**src/rtl/hdc_pkg.sv**
```systemverilog
package hdc_pkg;
  parameter int SECTOR_BYTES = 512;
  parameter int SECTORS_PER_TRACK = 17;
  parameter int CMD_BYTES = 6;
  parameter int PARAM_BYTES = 8;
  parameter int SENSE_BYTES = 4;
  localparam int BUF_AW = $clog2(SECTOR_BYTES);
  localparam int TOT_W = 8 + BUF_AW;

  localparam logic [7:0] OP_RECAL = 8'h01;
  localparam logic [7:0] OP_SENSE = 8'h03;
  localparam logic [7:0] OP_READ = 8'h08;
  localparam logic [7:0] OP_WRITE = 8'h0A;
  localparam logic [7:0] OP_SPECIFY = 8'h0C;
  localparam logic [7:0] OP_ECCLEN = 8'h0D;
  localparam logic [7:0] ERR_NONE = 8'h00;
  localparam logic [7:0] ERR_BADCMD = 8'h20;
  localparam logic [7:0] ERR_BADSECT = 8'h21;

  typedef enum logic [2:0] {PH_IDLE, PH_CMD, PH_DIN, PH_DOUT, PH_STAT} phase_t;
  typedef enum logic [1:0] {SRC_SENSE, SRC_ECC, SRC_BUF} in_src_t;

  typedef struct packed {
    logic       cmdLoad;
    logic       parLoad;
    logic       bufLoad;
    logic       finish;
    logic [7:0] finCode;
    logic       clearAll;
  } dp_strobe_t;
endpackage

```
**src/rtl/hdc_seq_ctrl.sv**
```systemverilog
module hdc_seq_ctrl
  import hdc_pkg::*;
(
  input  logic             clk,
  input  logic             rstN,
  input  logic [1:0]       hostAddr,
  input  logic             hostWr,
  input  logic             hostRd,
  input  logic [7:0]       hostWdata,
  input  logic             dmaAck,
  input  logic [7:0]       opcode,
  input  logic [5:0]       secNum,
  input  logic [7:0]       blkCnt,
  output dp_strobe_t       strb,
  output logic [TOT_W-1:0] byteIdx,
  output in_src_t          inSrc,
  output phase_t           phase,
  output logic [7:0]       statusByte,
  output logic [1:0]       maskBits,
  output logic             drqOut,
  output logic             irqOut
);
  logic gap, irqPend, outIsPar, lastByte;
  logic [TOT_W-1:0] total;
  logic dataWr, dataRd, stsWr, selWr, maskWr, dmaOk, req, moveIn, moveOut;
  phase_t planPhase;
  logic [TOT_W-1:0] planTotal;
  in_src_t planSrc;
  logic [7:0] planCode;
  logic planPar;
  logic [5:0] unusedCtl;

  assign unusedCtl = hostWdata[7:2];
  assign dataWr = hostWr && hostAddr == 2'd0;
  assign dataRd = hostRd && hostAddr == 2'd0;
  assign stsWr  = hostWr && hostAddr == 2'd1;
  assign selWr  = hostWr && hostAddr == 2'd2;
  assign maskWr = hostWr && hostAddr == 2'd3;
  assign dmaOk  = maskBits[0] && dmaAck;
  assign req    = phase != PH_IDLE && !gap;
  assign moveIn  = req && ((phase == PH_DIN && (dataRd || dmaOk)) || (phase == PH_STAT && dataRd));
  assign moveOut = req && ((phase == PH_CMD && dataWr) || (phase == PH_DOUT && (dataWr || dmaOk)));
  assign lastByte = byteIdx == total - TOT_W'(1);

  // opcode decode, valid while the sixth command byte is written
  always_comb begin
    planPhase = PH_STAT;
    planTotal = '0;
    planSrc = SRC_SENSE;
    planCode = ERR_NONE;
    planPar = 1'b0;
    unique case (opcode)
      OP_RECAL: ;
      OP_SENSE: begin planPhase = PH_DIN; planTotal = TOT_W'(SENSE_BYTES); end
      OP_ECCLEN: begin planPhase = PH_DIN; planTotal = TOT_W'(1); planSrc = SRC_ECC; end
      OP_SPECIFY: begin planPhase = PH_DOUT; planTotal = TOT_W'(PARAM_BYTES); planPar = 1'b1; end
      OP_READ, OP_WRITE: begin
        if (int'(secNum) >= SECTORS_PER_TRACK) planCode = ERR_BADSECT;
        else if (blkCnt != 8'd0) begin
          planPhase = (opcode == OP_READ) ? PH_DIN : PH_DOUT;
          planTotal = TOT_W'(blkCnt) * TOT_W'(SECTOR_BYTES);
          planSrc = SRC_BUF;
        end
      end
      default: planCode = ERR_BADCMD;
    endcase
  end

  always_ff @(posedge clk or negedge rstN) begin
    if (!rstN) begin
      phase <= PH_IDLE; gap <= 1'b0; maskBits <= '0; irqPend <= 1'b0;
      byteIdx <= '0; total <= '0; inSrc <= SRC_SENSE; outIsPar <= 1'b0;
    end else if (stsWr) begin
      phase <= PH_IDLE; gap <= 1'b0; maskBits <= '0; irqPend <= 1'b0; byteIdx <= '0;
    end else begin
      gap <= moveIn || moveOut;
      if (maskWr) maskBits <= hostWdata[1:0];
      unique case (phase)
        PH_IDLE: if (selWr) begin phase <= PH_CMD; byteIdx <= '0; end
        PH_CMD: if (moveOut) begin
          if (byteIdx == TOT_W'(CMD_BYTES - 1)) begin
            phase <= planPhase; total <= planTotal; inSrc <= planSrc;
            outIsPar <= planPar; byteIdx <= '0;
            if (planPhase == PH_STAT) irqPend <= maskBits[1];
          end else byteIdx <= byteIdx + TOT_W'(1);
        end
        PH_DIN, PH_DOUT: if (moveIn || moveOut) begin
          if (lastByte) begin
            phase <= PH_STAT; byteIdx <= '0; irqPend <= maskBits[1];
          end else byteIdx <= byteIdx + TOT_W'(1);
        end
        PH_STAT: if (moveIn) begin phase <= PH_IDLE; irqPend <= 1'b0; end
        default: phase <= PH_IDLE;
      endcase
    end
  end

  always_comb begin
    strb = '0;
    strb.clearAll = stsWr;
    strb.cmdLoad = phase == PH_CMD && moveOut;
    strb.parLoad = phase == PH_DOUT && moveOut && outIsPar;
    strb.bufLoad = phase == PH_DOUT && moveOut && !outIsPar;
    if (phase == PH_CMD && moveOut && byteIdx == TOT_W'(CMD_BYTES - 1) && planPhase == PH_STAT) begin
      strb.finish = 1'b1;
      strb.finCode = planCode;
    end else if ((phase == PH_DIN || phase == PH_DOUT) && (moveIn || moveOut) && lastByte) begin
      strb.finish = 1'b1;
    end
  end

  assign drqOut = maskBits[0] && req && (phase == PH_DIN || phase == PH_DOUT);
  assign irqOut = irqPend;
  assign statusByte = {2'b00, irqPend, drqOut, phase != PH_IDLE,
                       phase == PH_CMD || phase == PH_STAT,
                       phase == PH_DIN || phase == PH_STAT, req};
endmodule

```
**src/rtl/hdc_seq_datapath.sv**
```systemverilog
module hdc_seq_datapath
  import hdc_pkg::*;
(
  input  logic             clk,
  input  logic             rstN,
  input  dp_strobe_t       strb,
  input  logic [TOT_W-1:0] byteIdx,
  input  in_src_t          inSrc,
  input  phase_t           phase,
  input  logic [7:0]       hostWdata,
  output logic [7:0]       opcode,
  output logic [5:0]       secNum,
  output logic [7:0]       blkCnt,
  output logic [7:0]       dataByte
);
  logic [7:0] cmdBlk [CMD_BYTES];
  logic [7:0] parReg [PARAM_BYTES];
  logic [7:0] secBuf [SECTOR_BYTES];
  logic [7:0] lastErr;
  logic [7:0] inByte, compByte;
  logic unusedBits;

  always_ff @(posedge clk or negedge rstN) begin
    if (!rstN) begin
      for (int i = 0; i < CMD_BYTES; i++) cmdBlk[i] <= '0;
      for (int i = 0; i < PARAM_BYTES; i++) parReg[i] <= '0;
      lastErr <= ERR_NONE;
    end else begin
      if (strb.cmdLoad) cmdBlk[byteIdx[2:0]] <= hostWdata;
      if (strb.parLoad) parReg[byteIdx[2:0]] <= hostWdata;
      if (strb.clearAll) lastErr <= ERR_NONE;
      else if (strb.finish) lastErr <= strb.finCode;
    end
  end

  always_ff @(posedge clk) begin
    if (strb.bufLoad) secBuf[byteIdx[BUF_AW-1:0]] <= hostWdata;
  end

  assign opcode = cmdBlk[0];
  assign secNum = cmdBlk[2][5:0];
  assign blkCnt = cmdBlk[4];

  always_comb begin
    unique case (inSrc)
      SRC_SENSE: inByte = (byteIdx == '0) ? lastErr : 8'h00;
      SRC_ECC:   inByte = parReg[PARAM_BYTES-1];
      default:   inByte = secBuf[byteIdx[BUF_AW-1:0]];
    endcase
  end

  assign compByte = {2'b00, cmdBlk[1][5], 3'b000, lastErr != ERR_NONE, 1'b0};
  assign dataByte = (phase == PH_STAT) ? compByte : (phase == PH_DIN) ? inByte : 8'h00;

  assign unusedBits = ^{cmdBlk[1][7:6], cmdBlk[1][4:0], cmdBlk[2][7:6], cmdBlk[3], cmdBlk[5],
                        parReg[0], parReg[1], parReg[2], parReg[3], parReg[4], parReg[5],
                        parReg[6], byteIdx[TOT_W-1:BUF_AW]};
endmodule

```
**src/rtl/hdc_host_seq.sv**
```systemverilog
module hdc_host_seq
  import hdc_pkg::*;
(
  input  logic       clk,
  input  logic       rstN,
  input  logic [1:0] hostAddr,
  input  logic       hostWr,
  input  logic       hostRd,
  input  logic [7:0] hostWdata,
  output logic [7:0] hostRdata,
  output logic       dmaReq,
  input  logic       dmaAck,
  output logic       irq
);
  dp_strobe_t strb;
  logic [TOT_W-1:0] byteIdx;
  in_src_t inSrc;
  phase_t phase;
  logic [7:0] statusByte, dataByte, opcode, blkCnt;
  logic [5:0] secNum;
  logic [1:0] maskBits;

  hdc_seq_ctrl u_ctrl (
    .clk(clk), .rstN(rstN), .hostAddr(hostAddr), .hostWr(hostWr), .hostRd(hostRd),
    .hostWdata(hostWdata), .dmaAck(dmaAck), .opcode(opcode), .secNum(secNum),
    .blkCnt(blkCnt), .strb(strb), .byteIdx(byteIdx), .inSrc(inSrc), .phase(phase),
    .statusByte(statusByte), .maskBits(maskBits), .drqOut(dmaReq), .irqOut(irq)
  );

  hdc_seq_datapath u_dp (
    .clk(clk), .rstN(rstN), .strb(strb), .byteIdx(byteIdx), .inSrc(inSrc), .phase(phase),
    .hostWdata(hostWdata), .opcode(opcode), .secNum(secNum), .blkCnt(blkCnt),
    .dataByte(dataByte)
  );

  always_comb begin
    if (dmaAck || hostAddr == 2'd0) hostRdata = dataByte;
    else if (hostAddr == 2'd1) hostRdata = statusByte;
    else if (hostAddr == 2'd3) hostRdata = {6'b0, maskBits};
    else hostRdata = 8'h00;
  end
endmodule

```
**config.mk**
```make
export PLATFORM = sky130hd
export DESIGN_NAME = hdc_host_seq
export DESIGN_NICKNAME = d
export VERILOG_FILES = /design/src/rtl/hdc_pkg.sv /design/src/rtl/hdc_seq_ctrl.sv /design/src/rtl/hdc_seq_datapath.sv /design/src/rtl/hdc_host_seq.sv
export SDC_FILE = /design/constraint.sdc
export NUM_CORES = 2
export LEC_CHECK = 0
export CORE_ASPECT_RATIO = 2
export CORE_MARGIN = 2
export CORE_UTILIZATION = 55
export CTS_BUF_LIST = sky130_fd_sc_hd__clkbuf_4
export CTS_CLUSTER_SIZE = 28
export DETAILED_ROUTE_END_ITERATION = 10
export PLACE_DENSITY = 0.72
export SETUP_SLACK_MARGIN = 0.02
export SYNTH_ARGS = -nofsm -noshare
export SYNTH_HDL_FRONTEND = slang
export SYNTH_SLANG_ARGS = --single-unit
```
**constraint.sdc**
```tcl
create_clock -name clk -period 4.85 [get_ports clk]
set_input_delay 0.97 -clock clk [delete_from_list [all_inputs] [get_ports clk]]
set_output_delay 0.97 -clock clk [all_outputs]
set_load 0.005 [all_outputs]
```
Word-level counts from Yosys, hierarchy flattened
Memories as Yosys holds them, arrays and structs flattened.
Cells that the tools add are included.
{ "op_classes": {"add_sub_neg": 2, "order_cmp": 3, "n_eq_ne": 24, "mux": 57, "bitwise": 2, "reduce_logical": 54} }
{ "op_table": {"columns": ["cell", "n"], "rows": [
  ["$mux 17", 8],
  ["$pmux 17 s4", 1],
  ["$bwmux 64", 1],
  ["$mux 8", 8],
  ["$pmux 17 s3", 1],
  ["$bwmux 48", 1],
  ["$eq 8x4->1 const B", 4],
  ["$pmux 8 s2", 2],
  ["$mux 3", 9],
  ["$demux 8 s3", 1],
  ["$logic_and 1x1->1", 24],
  ["$add 17x1->17 const B", 1],
  ["$eq 17x17->1", 1],
  ["$eq 17x3->1 const B", 1],
  ["$logic_not 17->1", 1],
  ["$sub 17x1->17 const B", 1],
  ["$reduce_bool 8->1", 2],
  ["$ne 3x1->1 const B", 5],
  ["$mux 1", 14],
  ["$mux 6", 2],
  ["$pmux 3 s4", 1],
  ["$mux 2", 5],
  ["$logic_or 1x1->1", 9],
  ["$pmux 3 s3", 1],
  ["other kinds (26)", 38]
]} }
{ "word_totals": {"reg_bits": 164, "mem_bits_rw": 4096, "output_inout_bits": 10, "elab_cells": 166, "memories": 1} }
{ "memory_table": {"columns": ["name", "depth", "width", "rd", "rd_ports_with_merged_regs", "write_ports", "line_no", "text"], "rows": [
  ["u_dp.secBuf", 512, 8, 1, 0, 1, "hdc_seq_datapath.sv:18", "logic [7:0] secBuf [SECTOR_BYTES];"]
]} }

Depth between registers and ports, before layout
{ "depth": {"depth_word": 13, "ltp_mapped": 15, "ltp_nobuf": 11} }

Modules after synthesis
From an unflattened synthesis, not the netlist that was laid out.
{ "hier_totals": {"cells_unflattened": 7996, "area_unflattened_um2": 164241.3} }
{ "by_module_without_submodules": {"columns": ["mod", "instances", "cells_per_inst", "area_each_um2"], "rows": [
  ["hdc_seq_datapath", 1, 7586, 160958.1],
  ["hdc_seq_ctrl", 1, 379, 3044.2],
  ["hdc_host_seq", 1, 31, 239.0]
]} }

Worst setup path before layout
OpenSTA, ideal clock, no wires.
{ "synth_path": {"path_kind": "reg2out", "startpoint": "register u_ctrl.byteIdx[0]", "endpoint": "output hostRdata[0]", "arrival_ps": 2889, "setup_slack_ps": 991, "path_stages_with_launch": 13, "n_path_buf": 4, "path_cell_list": "dfrtp_1 -> clkinv_1 -> clkbuf_1 -> clkbuf_1 -> buf_1 -> clkbuf_1 -> ha_1 -> nand2_1 -> nor3_1 -> a221o_1 -> nand2_1 -> o21bai_1 -> o211ai_1"} }
{ "synth_via": {"elab_chain_len": 6, "elab_cells_between_ends": 7, "cone_classes": "mux (5); reduce/logical (1); memory (1)"} }
{ "synth_rtl": {"columns": ["item", "line_no", "text"], "rows": [
  ["start, declared", "hdc_seq_ctrl.sv:15", "output logic [TOT_W-1:0] byteIdx,"],
  ["start signal, assigned", "hdc_seq_ctrl.sv:85", "end else byteIdx <= byteIdx + TOT_W'(1);"],
  ["start signal, assigned", "hdc_seq_ctrl.sv:90", "end else byteIdx <= byteIdx + TOT_W'(1);"],
  ["branches (longest 2 deep; another with $mem_v2 512x8)", null, null],
  ["$pmux 8 s2 (*)", "hdc_seq_datapath.sv:45", "unique case (inSrc)"],
  ["$mux 8 (*) (2 in a row)", "hdc_seq_datapath.sv:53", "assign dataByte = (phase == PH_STAT) ? compByte : (phase == PH_DIN) ? inByte : 8'h00;"],
  ["$mux 8 (*)", "hdc_host_seq.sv:37", "if (dmaAck || hostAddr == 2'd0) hostRdata = dataByte;"],
  ["end, declared", "hdc_host_seq.sv:10", "output logic [7:0] hostRdata,"]
]} }
Every way passes the cells marked *.

Worst setup path in the final report
{ "layout_path": {"startpoint": "register u_ctrl.byteIdx[1]", "endpoint": "output hostRdata[3]"} }
The elaborated chain is that of the path after synthesis.

==> impl_results.md <==
* Maximum clock rate at 152 MHz
* Critical Path AT at around 5.6 ns
* Critical Path RT at around 3.9 ns
* Main synth FF type: edfxtp_1
* Layout Cells excl Fill at approximately 15000
* CP Class: flip-flop to output port
* Violated checks: setup timing
* Vias in the first global route at approximately 110k
* Core area at just under 0.3 mm2
* Ports at 25
* Synth Warn # at 0
* Gate Count Post-Synth at around 9000
* Cell area after synthesis at around 0.16 mm2
* Crit path max fanout at 14
* EDFF count, synth at around 4100
* RSZ-0062 raised after global routing: true
* Max_slew headroom at 0.208
* Max-slew violation count at 0
* Worst setup SP type: flip-flop
* PD cells at between 500 and 600 mW/mm2
* FF+latch count, synth at about 4200
* Max Cap Viol at 0
* Setup crit start: u_ctrl.byteIdx[1]$_DFFE_PN0P_
* Fraction of registers with async set/reset at 0.0168
* VDD IR max at roughly 0.42 mV
* Reg-to-Reg Start: u_ctrl.byteIdx[2]$_DFFE_PN0P_
* Most common cell after layout, fill and taps aside: edfxtp_1
* Final WL at ~540000 um
* Tmin final at approximately 6.6 ns
* Die Wd at 389 um
* Nets@finish at between 10000 and 15000
* Setup TNS at -12.40 ns
* Cell Rows at between 200 and 300
* Clock Sink Count at roughly 4200
* Outcome: finished with violations
* Leakage at about 64 nW
* R2R setup slack at roughly 0.75 ns
* Reg-to-Reg End: u_dp.secBuf[486][7]$_DFFE_PP_
* Most frequent cells in the layout: edfxtp_1 (4096), buf_4 (1380), clkbuf_4 (1136), nor2_1 (847), mux4_2 (516)
* Final setup viols at 8
* Maximum buffer depth of the clock tree at 4
* Worst-Skew Late Latency at roughly 1.5 ns
* CP Capture Point: hostRdata[3]
* Worst Tran Pin Value at between 1 and 1.5 ns
* Worst Reg-to-Reg Cells at 10
* Final hold vios at 0
* DR iter-0 viols at roughly 14000
* I/O Buffers at 24
* Post-synthesis sequential area ratio at 0.766
* Setup crit end kind: output port
* Layout area overhead at 19.3%
* Synthesized area per cell at 18.1 um2
* Placed cells at about 14000
* Die ar. at ~0.3 mm2
* Post-DRT Antenna Nets at 0
* Pin count of the biggest net entering global routing at approximately 120
* Grt total ovfl at 0
* DR WL/cell at roughly 35 um
* Antenna violations before repair at 34
* Num CTS Buffers at around 830
* CTS tree: yes
* Gpl congestion at between 0.9 and 1
* Layout cells sized above 1 at 0.352
* Drt pass-1 iters at 9
* Clock root buffer: clkbuf_4
* Clock Skew at ~0.14 ns
* Starting Density at 0.553
* Period utilisation layout at 1.36
* Worst Hold Class: input port to asynchronous set/reset pin
* Multi-input gate area at approximately 0.038 mm2
* # DRC at 0
* Netlist cell types at a little under 80
* Gr usage total at 0.357
* Final-layout fill cell count at 19116
* Via/cell ratio at around 6.7
* Syn_nets at about 9000
* Final worst slack at -1.73 ns
* DR vias at roughly 100k
* Max H-tree Level at 6
* Die H at around 770 um
* Global-route wire length before repair at between 700000 and 800000 um
* DP Wirelength at between 300000 and 400000 um
* Register Area at 0.125 mm2
* Clock transition at path regs at 0.09 ns
sequential cells by signal, indices dropped and copies added, names as in the netlist, 2 cells and up:
name,flops
u_ctrl.phase,3
u_dp.opcode,8
u_ctrl.maskBits,2
u_ctrl.total,11
u_dp.lastErr,2
u_dp.secNum,6
u_ctrl.byteIdx,17
u_dp.blkCnt,8
u_dp.secBuf,4096
u_dp.parReg,8
layout make-up:
cell class | count | share of cell area
antenna | 37 | 0.000477
clock buffer | 1136 | 0.0439
clock inverter | 332 | 0.00959
inverter | 28 | 0.000631
multi-input combinational | 4181 | 0.194
sequential | 4166 | 0.642
tap | 3834 | 0.0247
timing repair buffer | 1713 | 0.0848
power breakdown:
part | switching, W | internal, W | leakage, nW | total [W]
clock | 0.0133 | 0.0118 | 6.13 | 0.0251
combinational | 0.0204 | 0.0141 | 20.2 | 0.0345
sequential | 0.000136 | 0.0396 | 37.7 | 0.0397
total | 0.0338 | 0.0655 | 64.0 | 0.0993
synthesized netlist by cell type (all sizes together), types with 7 or more instances:
cell        n  share of area
a2111oi    47         0.0025
a211oi    114         0.0053
a21oi     220         0.0068
a221o      57         0.0035
a221oi    388          0.021
a22oi      49         0.0023
a311oi     36         0.0019
a31oi      61         0.0023
and2       12        0.00046
buf       314         0.0097
clkbuf    305         0.0070
dfrtp      70          0.011
edfxtp   4096           0.76
inv        26        0.00060
mux2      263          0.018
mux2i     334          0.021
mux4      516          0.071
nand2     467          0.011
nand2b     14        0.00054
nand3      83         0.0026
nand3b      7        0.00032
nand4      13        0.00050
nor2      867          0.020
nor2b      19        0.00073
nor3       64         0.0020
nor4       19        0.00073
o2111ai    17        0.00091
o211ai     47         0.0022
o21ai     200         0.0061
o221ai     28         0.0015
o22ai      70         0.0027
o311ai     29         0.0016
o31ai      34         0.0016
or3        12        0.00046
xnor2      11        0.00059
repair_timing:
item,4_1_cts,5_1_grt
buffers inserted,120,26
gates cloned,19,2
gates resized for setup,542,97
endpoints found under the hold margin,147,0
hold buffers,8,0
pin swaps,110,72
setup endpoints to repair,8,8
layer usage:
metal / global-route usage / vias to the layer above / share of wire
met2: 0.587 / 8437 / 0.49
met1: 0.375 / 51852 / 0.29
met5: 0 / - / 0.00041
li1: - / 41040 / -
met4: 0.351 / 12 / 0.12
met3: 0.0757 / 2497 / 0.10
critical path: stages, from the launching register on:
cell	delay, ns
dfrtp_4	0.57
buf_8	0.16
nor2b_4	0.44
buf_12	0.25
buf_16	0.21
buf_6	0.18
a221oi_1	0.08
a21oi_1	0.25
a211oi_4	0.19
o31ai_4	0.39
nand4_1	0.53
nor3_4	0.45
buf_4	0.17
o21ai_2	0.05
buf_2	0.13
logic make-up after synthesis:
kind of cell    count (synthesis)  synth area share
compound gates               1443            0.0646
xor+xnor                       15          0.000807
fa+ha+maj                       6          0.000461
buf+inv                       647            0.0173
flops                        4166             0.766
mux                          1113             0.110
simple gates                 1604            0.0403
how the worst min path moves through the flow:
| stage | endpoint | startpoint | cells past startpoint |
|---|---|---|---|
| finish | u_dp.opcode[5]$_DFFE_PN0P_ | rstN | 2 |
| global route | u_dp.secBuf[277][3]$_DFFE_PP_ | hostWdata[3] | 1 |
| CTS | u_dp.secBuf[277][3]$_DFFE_PP_ | hostWdata[3] | 1 |
| detailed placement | u_dp.secNum[2]$_DFFE_PN0P_ | u_dp.secNum[2]$_DFFE_PN0P_ | 1 |
| global placement | u_dp.secNum[0]$_DFFE_PN0P_ | u_dp.secNum[0]$_DFFE_PN0P_ | 1 |
| floorplan | u_dp.secNum[0]$_DFFE_PN0P_ | u_dp.secNum[0]$_DFFE_PN0P_ | 1 |
metrics by stage:
stage | hold slack (ns) | setup WS [ns] | util | total power (W) | area [um2]
after floorplan | 0.470 | 0.991 | - | 0.0547 | 163000
after CTS | 0.00233 | -1.61 | 0.657 | 0.0979 | 193000
after global placement | 0.480 | -1.53 | 0.607 | 0.0697 | 179000
after global routing | 0.0522 | -1.69 | 0.659 | 0.101 | 194000
after detailed placement | 0.493 | -1.52 | 0.607 | 0.0700 | 179000
final | 0.0549 | -1.73 | 0.659 | 0.0993 | 194000
Note: power is estimated with default switching activity, not from simulation.
